`config.mk`:
```
export PLATFORM = sky130hd
export DESIGN_NAME = lyr_compositor
export DESIGN_NICKNAME = d
export VERILOG_FILES = /design/src/rtl/lyr_pkg.sv /design/src/rtl/lyr_delay.sv /design/src/rtl/lyr_sub_stage.sv /design/src/rtl/lyr_mul_stage.sv /design/src/rtl/lyr_acc_stage.sv /design/src/rtl/lyr_compositor.sv
export SDC_FILE = /design/constraint.sdc
export NUM_CORES = 2
export LEC_CHECK = 0
export BUFFER_PORTS_ARGS = -buffer_cell sky130_fd_sc_hd__buf_2
export CORE_ASPECT_RATIO = 1.5
export CORE_MARGIN = 1.5
export CORE_UTILIZATION = 40
export DETAILED_ROUTE_END_ITERATION = 7
export GPL_TIMING_DRIVEN = 0
export PLACE_DENSITY = 0.69
export SYNTH_ARGS = -nofsm -noshare
export SYNTH_HDL_FRONTEND = slang
export SYNTH_HIERARCHICAL = 1
export SYNTH_SLANG_ARGS = --single-unit
```
`constraint.sdc`:
```
create_clock -name clk -period 6.3 [get_ports clk]
set_input_delay 0.315 -clock clk [delete_from_list [all_inputs] [get_ports clk]]
set_output_delay 0.315 -clock clk [all_outputs]
set_load 0.05 [all_outputs]
```
`src/rtl/lyr_pkg.sv`:
```
// Shared widths, vector types and the rounding divide used by the blender.
// Assumes opacity codes 0..2^CH_W-1 map linearly onto 0..1.
package lyr_pkg;
    parameter int CH_W = 8;
    parameter int N_CH = 4;
    localparam int PIX_W  = CH_W * N_CH;
    localparam int PROD_W = 2 * CH_W;
    localparam int HALF   = ((1 << CH_W) - 1) / 2;

    typedef logic [N_CH-1:0][CH_W-1:0]   pix_t;
    typedef logic [N_CH-1:0][CH_W:0]     diff_t;
    typedef logic [N_CH-1:0][PROD_W-1:0] prod_t;

    // Rounded division of a product by (2^CH_W - 1) using shift-add only.
    function automatic logic [CH_W-1:0] round_scale(input logic [PROD_W-1:0] p);
        logic [PROD_W:0] x;
        logic [PROD_W:0] q;
        x = {1'b0, p} + (PROD_W+1)'(HALF);
        q = (x + (PROD_W+1)'(1) + (x >> CH_W)) >> CH_W;
        return q[CH_W-1:0];
    endfunction
endpackage

```
`src/rtl/lyr_delay.sv`:
```
// Fixed-length register chain for sideband data.
// Assumes N >= 1; every stage clears on reset.
module lyr_delay #(
    parameter int W = 8,
    parameter int N = 1
) (
    input  logic         clk,
    input  logic         rst_n,
    input  logic [W-1:0] d_i,
    output logic [W-1:0] q_o
);
    logic [W-1:0] pipe [N];

    // Shift the chain by one stage each clock.
    always_ff @(posedge clk) begin
        if (!rst_n) begin
            for (int i = 0; i < N; i++) pipe[i] <= '0;
        end else begin
            pipe[0] <= d_i;
            for (int i = 1; i < N; i++) pipe[i] <= pipe[i-1];
        end
    end

    assign q_o = pipe[N-1];
endmodule

```
`src/rtl/lyr_sub_stage.sv`:
```
// Registered per-channel signed difference (top - base).
// Assumes unsigned channel inputs; result carries one extra sign bit.
module lyr_sub_stage
    import lyr_pkg::*;
(
    input  logic  clk,
    input  logic  rst_n,
    input  pix_t  minu_i,
    input  pix_t  subt_i,
    output diff_t diff_o
);
    diff_t diff_w;

    for (genvar g = 0; g < N_CH; g++) begin : g_ch
        assign diff_w[g] = {1'b0, minu_i[g]} - {1'b0, subt_i[g]};
    end

    // Register the differences of all channels.
    always_ff @(posedge clk) begin
        if (!rst_n) diff_o <= '0;
        else        diff_o <= diff_w;
    end
endmodule

```
`src/rtl/lyr_mul_stage.sv`:
```
// Registered magnitude-times-opacity product with the sign kept aside.
// Assumes differences lie in -(2^CH_W-1)..(2^CH_W-1).
module lyr_mul_stage
    import lyr_pkg::*;
(
    input  logic            clk,
    input  logic            rst_n,
    input  diff_t           diff_i,
    input  logic [CH_W-1:0] alpha_i,
    output prod_t           prod_o,
    output logic [N_CH-1:0] neg_o
);
    prod_t           prod_w;
    logic [N_CH-1:0] neg_w;

    for (genvar g = 0; g < N_CH; g++) begin : g_ch
        logic [CH_W:0] mag_w;
        assign neg_w[g]  = diff_i[g][CH_W];
        assign mag_w     = neg_w[g] ? (~diff_i[g] + 1'b1) : diff_i[g];
        assign prod_w[g] = PROD_W'(mag_w[CH_W-1:0]) * PROD_W'(alpha_i);
    end

    // Register products and signs together.
    always_ff @(posedge clk) begin
        if (!rst_n) begin
            prod_o <= '0;
            neg_o  <= '0;
        end else begin
            prod_o <= prod_w;
            neg_o  <= neg_w;
        end
    end
endmodule

```
`src/rtl/lyr_acc_stage.sv`:
```
// Registered base plus or minus the rounded scaled product.
// Assumes the rounded term never exceeds the distance to the blend target,
// so the sum stays inside the channel range.
module lyr_acc_stage
    import lyr_pkg::*;
(
    input  logic            clk,
    input  logic            rst_n,
    input  pix_t            base_i,
    input  prod_t           prod_i,
    input  logic [N_CH-1:0] neg_i,
    output pix_t            sum_o
);
    pix_t sum_w;

    for (genvar g = 0; g < N_CH; g++) begin : g_ch
        logic [CH_W-1:0] r_w;
        assign r_w      = round_scale(prod_i[g]);
        assign sum_w[g] = neg_i[g] ? (base_i[g] - r_w) : (base_i[g] + r_w);
    end

    // Register the interpolated channels.
    always_ff @(posedge clk) begin
        if (!rst_n) sum_o <= '0;
        else        sum_o <= sum_w;
    end
endmodule

```
`src/rtl/lyr_compositor.sv`:
```
// Two-layer blender: fragment over coxel, then sample over that, six stages.
// The depth gate is applied by zeroing both opacities at entry, which makes
// both interpolations return their base exactly.
// Assumes slice index and stored depth use the same scale.
module lyr_compositor
    import lyr_pkg::*;
#(
    parameter int DEPTH_W = 24
) (
    input  logic               clk,
    input  logic               rst_n,
    input  logic               in_valid,
    input  logic [PIX_W-1:0]   coxel_rgba_i,
    input  logic [DEPTH_W-1:0] coxel_depth_i,
    input  logic [PIX_W-1:0]   frag_rgba_i,
    input  logic [PIX_W-1:0]   samp_rgba_i,
    input  logic [DEPTH_W-1:0] slice_idx_i,
    output logic               out_valid,
    output logic [PIX_W-1:0]   coxel_rgba_o,
    output logic [DEPTH_W-1:0] coxel_depth_o
);
    localparam int LAT = 6;

    pix_t            cox_w, frag_w, samp_w;
    logic            gate_open;
    logic [CH_W-1:0] ap_in, av_in, ap1, av4;
    diff_t           d1, d4;
    prod_t           m2, m5;
    logic [N_CH-1:0] n2, n5;
    pix_t            c2, v3, t3, t5, o6;

    assign cox_w  = coxel_rgba_i;
    assign frag_w = frag_rgba_i;
    assign samp_w = samp_rgba_i;

    assign gate_open = slice_idx_i < coxel_depth_i;
    assign ap_in     = gate_open ? frag_w[0] : '0;
    assign av_in     = gate_open ? samp_w[0] : '0;

    // Stage 1: fragment minus stored colour
    lyr_sub_stage u_d1 (.clk(clk), .rst_n(rst_n), .minu_i(frag_w), .subt_i(cox_w), .diff_o(d1));
    lyr_delay #(.W(CH_W), .N(1)) u_ap (.clk(clk), .rst_n(rst_n), .d_i(ap_in), .q_o(ap1));
    lyr_delay #(.W(PIX_W), .N(2)) u_cc (.clk(clk), .rst_n(rst_n), .d_i(cox_w), .q_o(c2));

    // Stage 2: scale by fragment opacity
    lyr_mul_stage u_m2 (.clk(clk), .rst_n(rst_n), .diff_i(d1), .alpha_i(ap1), .prod_o(m2), .neg_o(n2));

    // Stage 3: first-layer result
    lyr_acc_stage u_t3 (.clk(clk), .rst_n(rst_n), .base_i(c2), .prod_i(m2), .neg_i(n2), .sum_o(t3));
    lyr_delay #(.W(PIX_W), .N(3)) u_cv (.clk(clk), .rst_n(rst_n), .d_i(samp_w), .q_o(v3));

    // Stage 4: sample minus first-layer result
    lyr_sub_stage u_d4 (.clk(clk), .rst_n(rst_n), .minu_i(v3), .subt_i(t3), .diff_o(d4));
    lyr_delay #(.W(CH_W), .N(4)) u_av (.clk(clk), .rst_n(rst_n), .d_i(av_in), .q_o(av4));
    lyr_delay #(.W(PIX_W), .N(2)) u_tt (.clk(clk), .rst_n(rst_n), .d_i(t3), .q_o(t5));

    // Stage 5: scale by sample opacity
    lyr_mul_stage u_m5 (.clk(clk), .rst_n(rst_n), .diff_i(d4), .alpha_i(av4), .prod_o(m5), .neg_o(n5));

    // Stage 6: final coxel colour
    lyr_acc_stage u_o6 (.clk(clk), .rst_n(rst_n), .base_i(t5), .prod_i(m5), .neg_i(n5), .sum_o(o6));

    // Sideband alignment over the full latency
    lyr_delay #(.W(DEPTH_W), .N(LAT)) u_dep (.clk(clk), .rst_n(rst_n), .d_i(coxel_depth_i), .q_o(coxel_depth_o));
    lyr_delay #(.W(1), .N(LAT)) u_vld (.clk(clk), .rst_n(rst_n), .d_i(in_valid), .q_o(out_valid));

    assign coxel_rgba_o = o6;
endmodule

```
Word-level counts from Yosys, hierarchy flattened
Memory sizes are Yosys's and may differ from the RTL's.
Cells that the tools add are included.
- memory bits (writable): 414
- input port bits: 147
- output and inout bits: 57
- memories kept: 7
- word-level logic and storage cells: 175
- register bits: 272
- add/sub/neg operators: 56
- reduce and logical (&&, ||, !) cells: 1
- bitwise gates (word level): 31
- mux-type cells: 45
- $lt $le $gt $ge: 1
- multipliers: 8
- memory list (memory ; words ; width ; read ports ; clocked after Yosys merged registers in ; wr ports ; line ; source):
    u_dep.pipe ; 6 ; 24 ; 6 ; 0 ; 6 ; lyr_delay.sv:12 ; logic [W-1:0] pipe [N];
    u_cv.pipe ; 3 ; 32 ; 3 ; 0 ; 3 ; lyr_delay.sv:12 ;
    u_cc.pipe ; 2 ; 32 ; 2 ; 0 ; 2 ; lyr_delay.sv:12 ;
    u_tt.pipe ; 2 ; 32 ; 2 ; 0 ; 2 ; lyr_delay.sv:12 ;
    u_av.pipe ; 4 ; 8 ; 4 ; 0 ; 4 ; lyr_delay.sv:12 ;
    u_ap.pipe ; 1 ; 8 ; 1 ; 0 ; 1 ; lyr_delay.sv:12 ;
    +1 memories ; n/a ; n/a ; n/a ; n/a ; n/a ; n/a ;
- operator list (kind ; number):
    $mux 32 ; 7
    $mux 8 ; 23
    $mux 24 ; 6
    $add 16x7->17 const B ; 8
    $add 16x1->16 const B ; 8
    $add 16x9->16 ; 8
    $mul 8x8->16 ; 8
    $sub 8x8->9 ; 8
    $add 8x1->8 const B ; 8
    $add 8x8->8 ; 8
    $not 8->8 ; 8
    $sub 8x8->8 ; 8
    $lt 24x24->1 ; 1
    $or 1x1->1 ; 23
    $mux 1 ; 9
    $reduce_or 8->1 ; 1

Depth between registers and ports, before layout
- depth in word-level cells: 5
- mapped depth: 28
- depth with buffers taken out: 28

Hierarchy
The synthesis kept the hierarchy.
- by module, submodules not included (module ; sequential area each (um^2) ; area each (um^2) ; cells each ; instances):
    lyr_acc_stage ; 640.6 ; 5756.8 ; 769 ; 2
    lyr_mul_stage at u_m5 ; 1361.3 ; 10966.8 ; 1254 ; 1
    lyr_mul_stage at u_m2 ; 1361.3 ; 10782.8 ; 1214 ; 1
    lyr_sub_stage ; 720.7 ; 2401.1 ; 283 ; 2
    lyr_delay at u_dep ; 2882.8 ; 4082.7 ; 327 ; 1
    lyr_delay at u_cc ... ; 1281.2 ; 2031.9 ; 166 ; 2
    lyr_delay at u_cv ; 1921.8 ; 2844.0 ; 234 ; 1
    lyr_delay at u_av ; 640.6 ; 895.9 ; 67 ; 1
    lyr_compositor ; 0.0 ; 808.3 ; 119 ; 1
    lyr_delay at u_ap ; 160.2 ; 210.2 ; 16 ; 1
    lyr_delay at u_vld ; 120.1 ; 157.7 ; 12 ; 1

Worst setup path before layout
OpenSTA, ideal clock, no wires.
- kind: flip-flop to flip-flop
- from: register u_m5/prod_o[37] in the netlist's numbering
- to: register u_o6/sum_o[23] in the netlist's numbering
- clock period less this slack: 6059 ps
- required time: 6242 ps
- stages on the path, launching flop included: 28
- setup time: 58 ps
- buffers on the path: 1
- setup slack: 241 ps
- arrival: 6001 ps
- cell sequence: dfxtp_1 or4_1 buf_2 o21ai_0 xor2_1 inv_1 ha_1 or4b_2 or3_1 nand4_1 o21ai_1 or3_1 a21boi_1 nor2_1 ha_1 nor2_1 a21oi_1 inv_1 ha_1 nor2b_1 o21ai_0 a21o_1 a31oi_1 xor2_1 xnor2_1 or4b_1 o21ai_0 a211o_1
- longest elaborated chain between the ends: 5
- elaborated cells on any way between the ends: 6
- classes of those cells: 5 x add/sub; 1 x mux
- ends and longest elaborated chain (element ; line ; source):
    start: declaration ; lyr_mul_stage.sv:10 ; output prod_t prod_o,
    start signal: assignment ; lyr_mul_stage.sv:29 ; prod_o <= prod_w;
    $add 16x7->17 (*) ; lyr_pkg.sv:18 ; x = {1'b0, p} + (PROD_W+1)'(HALF);
    $add 16x1->16 ; lyr_pkg.sv:19 ; q = (x + (PROD_W+1)'(1) + (x >> CH_W)) >> CH_W;
    $add 16x9->16 (*) ; lyr_pkg.sv:19 ;
    $add 8x8->8 / $sub 8x8->8 (equally long branches) ; lyr_acc_stage.sv:19 ; assign sum_w[g] = neg_i[g] ? (base_i[g] - r_w) : (base_i[g] + r_w);
    $mux 8 (*) ; lyr_acc_stage.sv:19 ;
    end signal: assignment ; lyr_acc_stage.sv:25 ; else sum_o <= sum_w;
    end: declaration ; lyr_acc_stage.sv:12 ; output pix_t sum_o
Mark *: on every way between the ends. The rest lies on a longest branch, timed or not.
A chain may end at the register's enable or synchronous reset.

Worst setup path in the final report
- from: register u_m2/prod_o[37] in the netlist's numbering
- to: register u_t3/sum_o[23] in the netlist's numbering
- longest elaborated chain between the ends: 5
- elaborated cells on any way between the ends: 6
- classes of those cells: 5 x add/sub; 1 x mux
- ends and longest elaborated chain (element ; line):
    start: declaration ; lyr_mul_stage.sv:10
    start signal: assignment ; lyr_mul_stage.sv:29
    $add 16x7->17 (*) ; lyr_pkg.sv:18
    $add 16x1->16 ; lyr_pkg.sv:19
    $add 16x9->16 (*) ; lyr_pkg.sv:19
    $add 8x8->8 / $sub 8x8->8 (equally long branches) ; lyr_acc_stage.sv:19
    $mux 8 (*) ; lyr_acc_stage.sv:19
    end signal: assignment ; lyr_acc_stage.sv:25
    end: declaration ; lyr_acc_stage.sv:12
Marks and branches as above.

==> flow_summary_export.csv <==
group,metric,value,unit
route,ant_nets,0,
sta,fmax,164,MHz
synthesis,synth.yosys.seq_area_share,0.269,
route,drt_pass1_iterations,6,
placed_design,pre_cts_ws,-559,ps
clock_tree,cts_buffers,72,
pwr,switching_share,0.387,
critical_path,start_kind,"flop",
synthesis,syn_area,0.0511,sq mm
die,start_util,0.403,
sta,fin_ws,194,ps
pwr,p_clk_frac,0.249,
synthesis,yosys_register_bits,686,
pwr,powerDensity,303,mW/mm^2
cells_and_area,multi_input_area,0.0334,sq mm
critical_path,crit_type,"flop to flop",
cells_and_area,seq_area,0.0137,sq mm
sta,period_needed,6110,ps
synthesis,async_reset_ff_frac,0,
cells_and_area,drive_gt1_frac,0.138,
placed_design,gp_congestion,0.945,
cells_and_area,syn_to_final_growth,13.9,%
die,die_x,295,microns
sta,max-slew-margin-rel,0.153,
sta,maxSlewViolCount,0,
global_routing,grt_max_degree,45,
critical_path,critPathCaptureType,"flop",
clock_tree,clk_pin_slew_worst_paths,60,ps
clock_tree,root_buffer,"clkbuf_16",
route,totalWireLength,133000,microns
die,die_h,441,microns
critical_path,worstPathRequired,6890,ps
global_routing,grt-ovfl-total,0,
clock_tree,clock_path_buffers,3,
pwr,comb_power_share,0.455,
sta,period_share,0.969,
hold_path,worstHoldPathCells,4,
die,io_pins,204,
placed_design,io_buffers,203,
clock_tree,clkLatencyLatePin,650,ps
pwr,pwr-share-seq,0.296,
synthesis,synth_edf_count,0,
pwr,intPower,10.8,mW
route,post_drt_wl_per_cell,17.0,microns
clock_tree,cts.sinks,686,
synthesis,postSynthAreaPerCell,9.00,sq um
synthesis,synthCells,5679,
synthesis,syn_nets,6629,
critical_path,cp.arrival,6690,ps
route,vias_per_cell,5.05,
pwr,p_sw,6.84,mW
sta,hold_violations,0,
run_status,status,"complete, no violations",
cells_and_area,finish.utilization,0.460,
route,first_iter_violations,1934,
sta,setup_viol,0,
global_routing,grtUsageTotal,0.205,
synthesis,ys_types,101,
cells_and_area,final_nets,7018,
pwr,ir_drop,0.243,mV
die,num_rows,160,
sta,rsz0062_at_grt,"yes",
run,drv_cap,0,
clock_tree,cts_tree,"done",
sta,worst_pin_slew,1270,ps
pwr,power.leakage,27.3,nW
global_routing,antenna_found_initial,14,
critical_path,rr_worst_depth,27,
placed_design,dp_hpwl,109000,microns
sta,fin_worst_skew,30.0,ps
route,via_count,39600,
route,post-route-drc-count,0,
global_routing,grt_pass1_wl,210000,microns
synthesis,yosys_warnings,6,
cells_and_area,nFillCells,12100,
die,core,0.127,sq mm
synthesis,synth_ff_type,"dfxtp_1",
die,dieArea,0.130,sq mm
hold_path,hp-class,"input port to flop",
global_routing,grt_pass1_vias,40100,
clock_tree,htreeDepth,3,
critical_path,critPathMaxFanout,7,
cell usage in the layout (no fill, tap or decap), types with 130 or more instances in the layout:
master	count
buf_4	150
nor2_1	234
nand2_1	236
ha_1	495
and2_1	481
nor2b_1	322
xor2_1	139
inv_1	691
and2_2	160
o21ai_0	153
buf_2	222
dfxtp_1	680
fa_1	304
xnor2_1	130
per-stage QoR:
step           area [sq um]  hold slack, ps  power (mW)  cells  TNS (ps)
2_1_floorplan         51100             406        11.1   5679         0
6_report              58300            39.1        17.7   7835         0
5_1_grt               58200            22.3        18.9   7831      -335
3_5_place_dp          54300             414        12.9   7584     -1490
3_3_place_gp          54300             411        12.8   7583      -864
4_1_cts               57900           0.298        17.6   7812         0
worst max-delay path: stages, from the launching register on:
cell and delay (ps):
dfxtp_4 360, or4_4 530, buf_6 150, o21ai_2 140, xor2_1 220, inv_2 80
ha_2 200, or4b_4 540, or3_4 350, nand4_1 90, o21ai_2 90, or3_4 360
and3b_2 250, nor2_4 130, ha_1 240, nor2_1 120, a21oi_2 60, inv_1 80
ha_1 210, nor2b_1 130, o21ai_1 180, a21o_1 200, a31oi_4 110, xor2_2 210
xnor2_2 170, or4b_4 530, o21ai_2 170, a211o_1 130
worst paths after layout:
| check | start | end | slack [ps] |
|---|---|---|---|
| worst min register to register | u_cv/pipe[0][53]$_SDFF_PN0_ | u_cv/pipe[0][85]$_SDFF_PN0_ | 420 |
| worst max-delay path | u_m2/prod_o[37]$_SDFF_PN0_ | u_t3/sum_o[23]$_SDFF_PN0_ | 190 |
| worst min-delay path | frag_rgba_i[24] | u_d1/diff_o[27]$_SDFF_PN0_ | 40 |
| worst max register to register | u_m2/prod_o[37]$_SDFF_PN0_ | u_t3/sum_o[23]$_SDFF_PN0_ | 190 |
logic make-up (layout without fill, tap and decap cells):
family	count (synthesis)	count (layout)	synth area share
other cells	0	10	0
simple gates	2065	2065	0.235
compound gates	796	796	0.110
buf+inv	992	1437	0.0848
mux	42	42	0.00822
xor+xnor	293	293	0.0522
flops	686	686	0.269
fa+ha+maj	805	805	0.242
synthesized netlist by cell type (97+ instances only):
| cell type | instances | area share |
|---|---|---|
| a21oi_1 | 130 | 0.013 |
| and2_1 | 481 | 0.059 |
| and2_2 | 160 | 0.023 |
| buf_4 | 121 | 0.018 |
| clkbuf_1 | 115 | 0.0084 |
| dfxtp_1 | 686 | 0.27 |
| fa_1 | 304 | 0.12 |
| ha_1 | 499 | 0.12 |
| inv_1 | 692 | 0.051 |
| nand2_1 | 236 | 0.017 |
| nand2b_1 | 97 | 0.012 |
| nor2_1 | 237 | 0.017 |
| nor2b_1 | 322 | 0.039 |
| o21ai_0 | 160 | 0.016 |
| xnor2_1 | 141 | 0.024 |
| xor2_1 | 142 | 0.024 |
timing repair:
item,in CTS,in global routing
setup endpoints to repair,6,15
pin swaps,10,24
gates resized for setup,42,67
hold buffers,85,0
buffers inserted,13,14
endpoints found under the hold margin,88,0
area by class of cell:
cell class	count	share of cell area
clock inverter	43	0.00831
tap	1701	0.0365
clock buffer	87	0.0342
timing repair buffer	316	0.0359
buffer	289	0.0296
inverter	702	0.0452
sequential	686	0.236
multi-input combinational	4001	0.574
antenna	10	0.000430
registers in the layout (all words and copies together), names as in the netlist:
signal and count:
u_dep/pipe 144, u_tt/pipe 64, u_m5/neg_o 4, u_t3/sum_o 32, u_cv/pipe 96, u_m5/prod_o 64
u_o6/sum_o 32, u_d4/diff_o 36, u_d1/diff_o 36, u_m2/prod_o 64, u_vld/pipe 6, u_cc/pipe 64
u_av/pipe 32, u_ap/pipe 8, u_m2/neg_o 4
power by group through the flow:
stage	sequential (mW)	combinational, mW	clock [mW]
finish	5.23	8.04	4.41
detailed placement	5.32	7.62	0
global placement	5.31	7.47	0
CTS	5.23	7.83	4.52
floorplan	5.47	5.66	0
global route	5.29	8.95	4.70
per-layer routing:
layer,track usage,wire length [microns]
met1,0.216,50300
met2,0.378,67700
met3,0.0289,6070
met4,0.132,9300
met5,0,17
Power figures use the tool's default switching activity.
